<file path="src/rtl/rxb_pkg.sv">
package rxb_pkg;

    localparam int PRBS_LEN = 15;

    typedef enum logic [1:0] {
        ADDR_STAT = 2'd0,
        ADDR_BITS = 2'd1,
        ADDR_ERRS = 2'd2
    } addr_e;

    // Latched flags, most significant first; {flags, live_sync} is the status word.
    typedef struct packed {
        logic chg;
        logic ra1;
        logic ra0;
        logic los;
        logic bed;
        logic bovf;
        logic eovf;
    } flags_t;

    function automatic logic prbs_pred(input logic [PRBS_LEN-1:0] hist);
        return hist[14] ^ hist[13];
    endfunction

endpackage

</file>
<file path="src/rtl/rxb_sync.sv">
module rxb_sync
    import rxb_pkg::*;
#(
    parameter int LOCK_RUN  = 32,
    parameter int WIN_LEN   = 64,
    parameter int LOSS_ERRS = 6
) (
    input  logic clk,
    input  logic rst,
    input  logic bit_in,
    input  logic bit_en,
    output logic sync,
    output logic cnt_ev,
    output logic err_ev,
    output logic lost,
    output logic gained
);
    localparam int MW = $clog2(LOCK_RUN);
    localparam int WW = $clog2(WIN_LEN);
    localparam int EW = $clog2(LOSS_ERRS);

    logic [PRBS_LEN-1:0] shreg;
    logic [MW-1:0]       match_cnt;
    logic [WW-1:0]       win_cnt;
    logic [EW-1:0]       win_errs;
    logic                pred, mism;

    always_comb begin
        pred   = prbs_pred(shreg);
        mism   = bit_in ^ pred;
        cnt_ev = bit_en & sync;
        err_ev = cnt_ev & mism;
        lost   = err_ev & (win_errs == EW'(LOSS_ERRS - 1));
        gained = bit_en & ~sync & ~mism & (match_cnt == MW'(LOCK_RUN - 1));
    end

    always_ff @(posedge clk) begin
        if (rst) begin
            shreg     <= '0;
            sync      <= 1'b0;
            match_cnt <= '0;
            win_cnt   <= '0;
            win_errs  <= '0;
        end else if (bit_en) begin
            shreg <= {shreg[PRBS_LEN-2:0], sync ? pred : bit_in};
            if (!sync) begin
                if (mism) begin
                    match_cnt <= '0;
                end else if (gained) begin
                    match_cnt <= '0;
                    sync      <= 1'b1;
                    win_cnt   <= '0;
                    win_errs  <= '0;
                end else begin
                    match_cnt <= match_cnt + 1'b1;
                end
            end else if (lost) begin
                sync     <= 1'b0;
                win_cnt  <= '0;
                win_errs <= '0;
            end else if (win_cnt == WW'(WIN_LEN - 1)) begin
                win_cnt  <= '0;
                win_errs <= '0;
            end else begin
                win_cnt  <= win_cnt + 1'b1;
                win_errs <= win_errs + EW'(mism);
            end
        end
    end

endmodule

</file>
<file path="src/rtl/rxb_sat_cnt.sv">
module rxb_sat_cnt #(
    parameter int W = 24
) (
    input  logic         clk,
    input  logic         rst,
    input  logic         clr,
    input  logic         inc,
    output logic [W-1:0] cnt,
    output logic         hit_max
);
    localparam logic [W-1:0] CMAX = '1;

    assign hit_max = inc & ~clr & (cnt == (CMAX - W'(1)));

    always_ff @(posedge clk) begin
        if (rst || clr)
            cnt <= '0;
        else if (inc && cnt != CMAX)
            cnt <= cnt + 1'b1;
    end

endmodule

</file>
<file path="src/rtl/rxb_flags.sv">
module rxb_flags
    import rxb_pkg::*;
#(
    parameter int RUN_LEN = 31
) (
    input  logic   clk,
    input  logic   rst,
    input  logic   bit_in,
    input  logic   bit_en,
    input  logic   err_ev,
    input  logic   lost,
    input  logic   gained,
    input  logic   eovf_hit,
    input  logic   bovf_hit,
    input  logic   rd_clr,
    input  logic   ie_ovf,
    input  logic   ie_err,
    input  logic   ie_sync,
    input  logic   int_mask,
    output flags_t flags,
    output logic   irq
);
    localparam int RW = $clog2(RUN_LEN + 1);

    logic [RW-1:0] run_len;
    logic          last_bit;
    logic          hold0, hold1;

    assign hold0 = (run_len == RW'(RUN_LEN)) & ~last_bit;
    assign hold1 = (run_len == RW'(RUN_LEN)) &  last_bit;

    always_ff @(posedge clk) begin
        if (rst) begin
            run_len  <= '0;
            last_bit <= 1'b0;
        end else if (bit_en) begin
            last_bit <= bit_in;
            if (bit_in == last_bit && run_len != '0)
                run_len <= (run_len == RW'(RUN_LEN)) ? run_len : run_len + 1'b1;
            else
                run_len <= RW'(1);
        end
    end

    always_ff @(posedge clk) begin
        if (rst) begin
            flags     <= '0;
            flags.los <= 1'b1;
        end else begin
            flags.chg  <= lost | gained | (flags.chg  & ~rd_clr);
            flags.ra1  <= hold1         | (flags.ra1  & ~rd_clr);
            flags.ra0  <= hold0         | (flags.ra0  & ~rd_clr);
            flags.los  <= lost          | (flags.los  & ~rd_clr);
            flags.bed  <= err_ev        | (flags.bed  & ~rd_clr);
            flags.bovf <= bovf_hit      | (flags.bovf & ~rd_clr);
            flags.eovf <= eovf_hit      | (flags.eovf & ~rd_clr);
        end
    end

    assign irq = int_mask & ((ie_ovf  & (flags.eovf | flags.bovf)) |
                             (ie_err  & flags.bed) |
                             (ie_sync & flags.chg));

endmodule

</file>
<file path="src/rtl/rx_bert_monitor.sv">
module rx_bert_monitor
    import rxb_pkg::*;
#(
    parameter int BIT_W     = 32,
    parameter int ERR_W     = 24,
    parameter int LOCK_RUN  = 32,
    parameter int WIN_LEN   = 64,
    parameter int LOSS_ERRS = 6,
    parameter int RUN_LEN   = 31
) (
    input  logic        clk,
    input  logic        rst,
    input  logic        bit_in,
    input  logic        bit_en,
    input  logic        cnt_clear,
    input  logic        ie_ovf,
    input  logic        ie_err,
    input  logic        ie_sync,
    input  logic        int_mask,
    input  logic        rd_strobe,
    input  logic [1:0]  rd_addr,
    output logic [31:0] rd_data,
    output logic        sync_o,
    output logic        irq
);
    logic             cnt_ev, err_ev, lost, gained;
    logic             eovf_hit, bovf_hit, rd_clr;
    logic [BIT_W-1:0] bit_cnt;
    logic [ERR_W-1:0] err_cnt;
    flags_t           flags;
    logic [7:0]       status_w;

    rxb_sync #(.LOCK_RUN(LOCK_RUN), .WIN_LEN(WIN_LEN), .LOSS_ERRS(LOSS_ERRS)) u_sync (
        .clk(clk), .rst(rst), .bit_in(bit_in), .bit_en(bit_en),
        .sync(sync_o), .cnt_ev(cnt_ev), .err_ev(err_ev), .lost(lost), .gained(gained)
    );

    rxb_sat_cnt #(.W(BIT_W)) u_bits (
        .clk(clk), .rst(rst), .clr(cnt_clear), .inc(cnt_ev),
        .cnt(bit_cnt), .hit_max(bovf_hit)
    );

    rxb_sat_cnt #(.W(ERR_W)) u_errs (
        .clk(clk), .rst(rst), .clr(cnt_clear), .inc(err_ev),
        .cnt(err_cnt), .hit_max(eovf_hit)
    );

    assign rd_clr = rd_strobe & (addr_e'(rd_addr) == ADDR_STAT);

    rxb_flags #(.RUN_LEN(RUN_LEN)) u_flags (
        .clk(clk), .rst(rst), .bit_in(bit_in), .bit_en(bit_en),
        .err_ev(err_ev), .lost(lost), .gained(gained),
        .eovf_hit(eovf_hit), .bovf_hit(bovf_hit), .rd_clr(rd_clr),
        .ie_ovf(ie_ovf), .ie_err(ie_err), .ie_sync(ie_sync), .int_mask(int_mask),
        .flags(flags), .irq(irq)
    );

    assign status_w = {flags, sync_o};

    always_comb begin
        case (addr_e'(rd_addr))
            ADDR_BITS: rd_data = 32'(bit_cnt);
            ADDR_ERRS: rd_data = 32'(err_cnt);
            default:   rd_data = 32'(status_w);
        endcase
    end

endmodule

</file>
<file path="config.mk">
export PLATFORM = sky130hd
export DESIGN_NAME = rx_bert_monitor
export DESIGN_NICKNAME = d
export VERILOG_FILES = /design/src/rtl/rxb_pkg.sv /design/src/rtl/rxb_sync.sv /design/src/rtl/rxb_sat_cnt.sv /design/src/rtl/rxb_flags.sv /design/src/rtl/rx_bert_monitor.sv
export SDC_FILE = /design/constraint.sdc
export NUM_CORES = 1
export LEC_CHECK = 0
export BUFFER_PORTS_ARGS = -buffer_cell sky130_fd_sc_hd__buf_2
export CAP_MARGIN = 15
export CORE_MARGIN = 1.5
export CORE_UTILIZATION = 54
export DETAILED_ROUTE_END_ITERATION = 12
export PLACE_DENSITY = 0.84
export SYNTH_ARGS = -nofsm -noshare
export SYNTH_HDL_FRONTEND = slang
export SYNTH_HIERARCHICAL = 1
export SYNTH_SLANG_ARGS = --single-unit
</file>
<file path="constraint.sdc">
create_clock -name clk -period 2.4 [get_ports clk]
set_input_delay 0.72 -clock clk [delete_from_list [all_inputs] [get_ports clk]]
set_output_delay 0.72 -clock clk [all_outputs]
set_load 0.005 [all_outputs]
</file>
==> flow_summary.ini <==
[run_status]
outcome = complete, no violations

[sta]
relSlewSlack = 0.578
finalHoldViolations = 0
drv_slew = 0
rsz0062_at_grt = true
tightest_slew_ns = 0.633
finClkSkew_ns = 0.00940
fin_crit_ns = 2.37
max_freq_ghz = 0.422
timing.final.crit_share = 0.988
setup_viol = 0

[logic_synthesis]
synth_area_per_cell_um2 = 8.61
synth.area.top_cells = dfxtp_1 (36%), nor2_1 (5.3%), xnor2_1 (4.1%), a21oi_1 (3.8%), ha_1 (3.4%)
synth.net_count = 673
yosysSeqAreaShare = 0.356
synthXorXnorAreaFrac = 0.0484
synthFlopType = dfxtp_1
synth-simple-area-share = 0.292
synth_cell_types = 74
synth_top_family_by_area = simple AND/OR/NAND/NOR gates
yosysWarnings = 6
synth_edf_count = 0
postSynth.asyncResetShare = 0
yosysTopAreaCell = dfxtp_1
syn_area_mm2 = 0.00556
ys_ff_latch = 99
synth_adder_area_share = 0.0337
synth_compound_area_frac = 0.192
synthMuxAreaShare = 0.0306
postSynthCellCount = 646
synth_top_area_share = 0.356

[pwr]
ir_worst_vdd_mv = 0.381
p_per_area_mw_per_mm2 = 474
p_leak_nw = 2.34

[min_path]
worstHoldPathType = flop to flop

[route]
wire_per_inst_um = 16.9
drcViolationCount = 0
viasPerCell = 6.16
ant_nets = 0
vias = 5147
first_pass_iters = 5
dr.first_iter.drc_count = 493
wl_um = 14100

[floorplanning]
initial_utilization = 0.564
die_area_mm2 = 0.0109
num_io_pins = 46
core_area_mm2 = 0.00986
die_h_um = 104
core.rowCount = 36
die_x_um = 104

[cells_and_area]
drive_gt1_frac = 0.233
antennaDiodeCount = 0
final_nets = 725
syn2layout_area_growth_pct = 15.3
fin_util = 0.650
final_area_mm2 = 0.00641
fillers = 775

[clock_network]
clockBufferDepth = 2
htreeDepth = 3
clock-sinks = 99
clk_root_buffer_cell = clkbuf_8
cts_setup_buffers = 0
path_clk_slew_ns = 0.09
cts_tree = done
cts_hold_buf = 0
cts_buffers = 9
insertion_delay_ns = 0.38

[place]
port_buffers = 45
dp_hpwl_um = 9470
place_congestion = 0.894
placed_area_mm2 = 0.00602

[global_routing]
grt_overflow = 0
grt_pass1_vias = 4794
grt.total_usage = 0.247
grt_max_degree = 41
grt_pass1_wl_um = 22400
antenna_found_initial = 0

[worst_setup_path]
cp_data_arrival_time_ns = 1.65
worstPathRequired_ns = 1.68
crit_type = primary input to primary output
crit_path_start_kind = primary input
critical_path.cell_chain = buf_4 -> inv_4 -> ha_4 -> buf_12 -> a22oi_1 -> nor2b_2 -> buf_2
critPathMaxFanout = 12
cp-end-kind = primary output
cpMaxStageDelayCell = a22oi_1
slowest_delay_ns = 0.24

[job]
cap_violations = 0
[layout by cell type (no fill, tap or decap), types with 16 or more instances in the layout]
cell type	count
o21ai_0	25
nand4_1	19
inv_1	18
nand2_1	34
or3_1	22
xnor2_1	26
buf_2	43
a21oi_1	42
dfxtp_1	99
nor2_1	79
nand3_1	20
buf_4	25
mux2i_1	17
a22oi_1	16
[sequential cells by signal, summed over array words and instances (netlist names)]
name / cells
u_bits/cnt: 32
u_errs/cnt: 24
u_sync/shreg: 15
u_flags/flags: 7
u_sync/win_cnt: 6
u_flags/run_len: 5
u_sync/match_cnt: 5
u_sync/win_errs: 3
u_flags/last_bit: 1
u_sync/sync: 1
[cell families (layout without fill, tap and decap cells)]
group / after synthesis / count (layout)
buffers and inverters: 55 / 112
AOI/OAI and AO/OA: 149 / 149
xor gates and xnor gates: 29 / 29
muxes: 17 / 17
DFF: 99 / 99
adders and majority gates: 15 / 15
and+or+nand+nor: 282 / 282
[worst paths after layout]
kind / endpoint / slack, ns / from / depth (start not counted)
hold reg to reg: u_flags/flags[3] / 0.49 / u_flags/flags[3] / 1
hold / removal: u_flags/flags[3] / 0.49 / u_flags/flags[3] / 1
setup / recovery: rd_data[8] / 0.03 / rd_addr[0] / 7
setup reg to reg: u_errs/cnt[10] / 0.11 / u_sync/shreg[13] / 9
[cells in the mapped netlist (5+ instances only)]
library cell and instances:
mux2i_1 17, xnor2_1 26, nand4_2 6, nor3_1 10
a21oi_2 9, nand4_1 19, a31oi_1 10, nor2b_1 19
a22oi_1 21, nor4_1 5, nor2_1 79, or3_1 22
and3_1 15, nand3_1 20, buf_2 15, nor3b_1 6
and4_1 7, inv_1 20, nand2_1 35, a22oi_2 8
ha_1 15, nand3b_1 5, dfxtp_1 99, clkbuf_1 13
o21ai_0 25, a21oi_1 42
[where the power goes]
part	switching, mW	internal, mW	total [mW]
Sequential	0.00610	1.65	1.65
Clock	0.637	0.499	1.14
Combinational	0.142	0.105	0.247
[per-stage QoR]
step	instances	setup TNS [ns]	power, mW	setup slack (ns)	hold slack, ns
global placement	816	-0.0576	1.89	-0.0249	0.460
floorplan	646	0	1.83	0.0138	0.440
finish	836	0	3.04	0.0283	0.491
detailed placement	816	-0.476	1.90	-0.0882	0.478
CTS	832	-0.204	3.01	-0.0290	0.499
global route	836	-0.0937	3.14	-0.0272	0.523
[worst max-delay path: cells and delay by family]
kind / cells / cell delay, ns
buf+inv: 4 / 0.44
compound gates: 1 / 0.24
fa+ha+maj: 1 / 0.18
simple gates: 1 / 0.06
[routing by layer]
layer  global-route usage  wire [µm]
met5                    0          0
met1                0.318       5970
met3               0.0508       1020
met4               0.0704        286
met2                0.416       6830
[final cells by class]
class | count | area [µm²] | area share
clock buffer | 9 | 124 | 0.0193
timing repair buffer | 76 | 569 | 0.0888
sequential | 99 | 1980 | 0.309
multi-input combinational | 492 | 3410 | 0.532
tap | 133 | 166 | 0.0260
clock inverter | 7 | 83.8 | 0.0131
inverter | 20 | 77.6 | 0.0121
[timing repair]
action	4_1_cts	5_1_grt
cloned	0	4
gates resized for setup	1	23
pin swaps	0	2
setup endpoints to repair	19	48
Note: power is estimated with default switching activity, not from simulation.
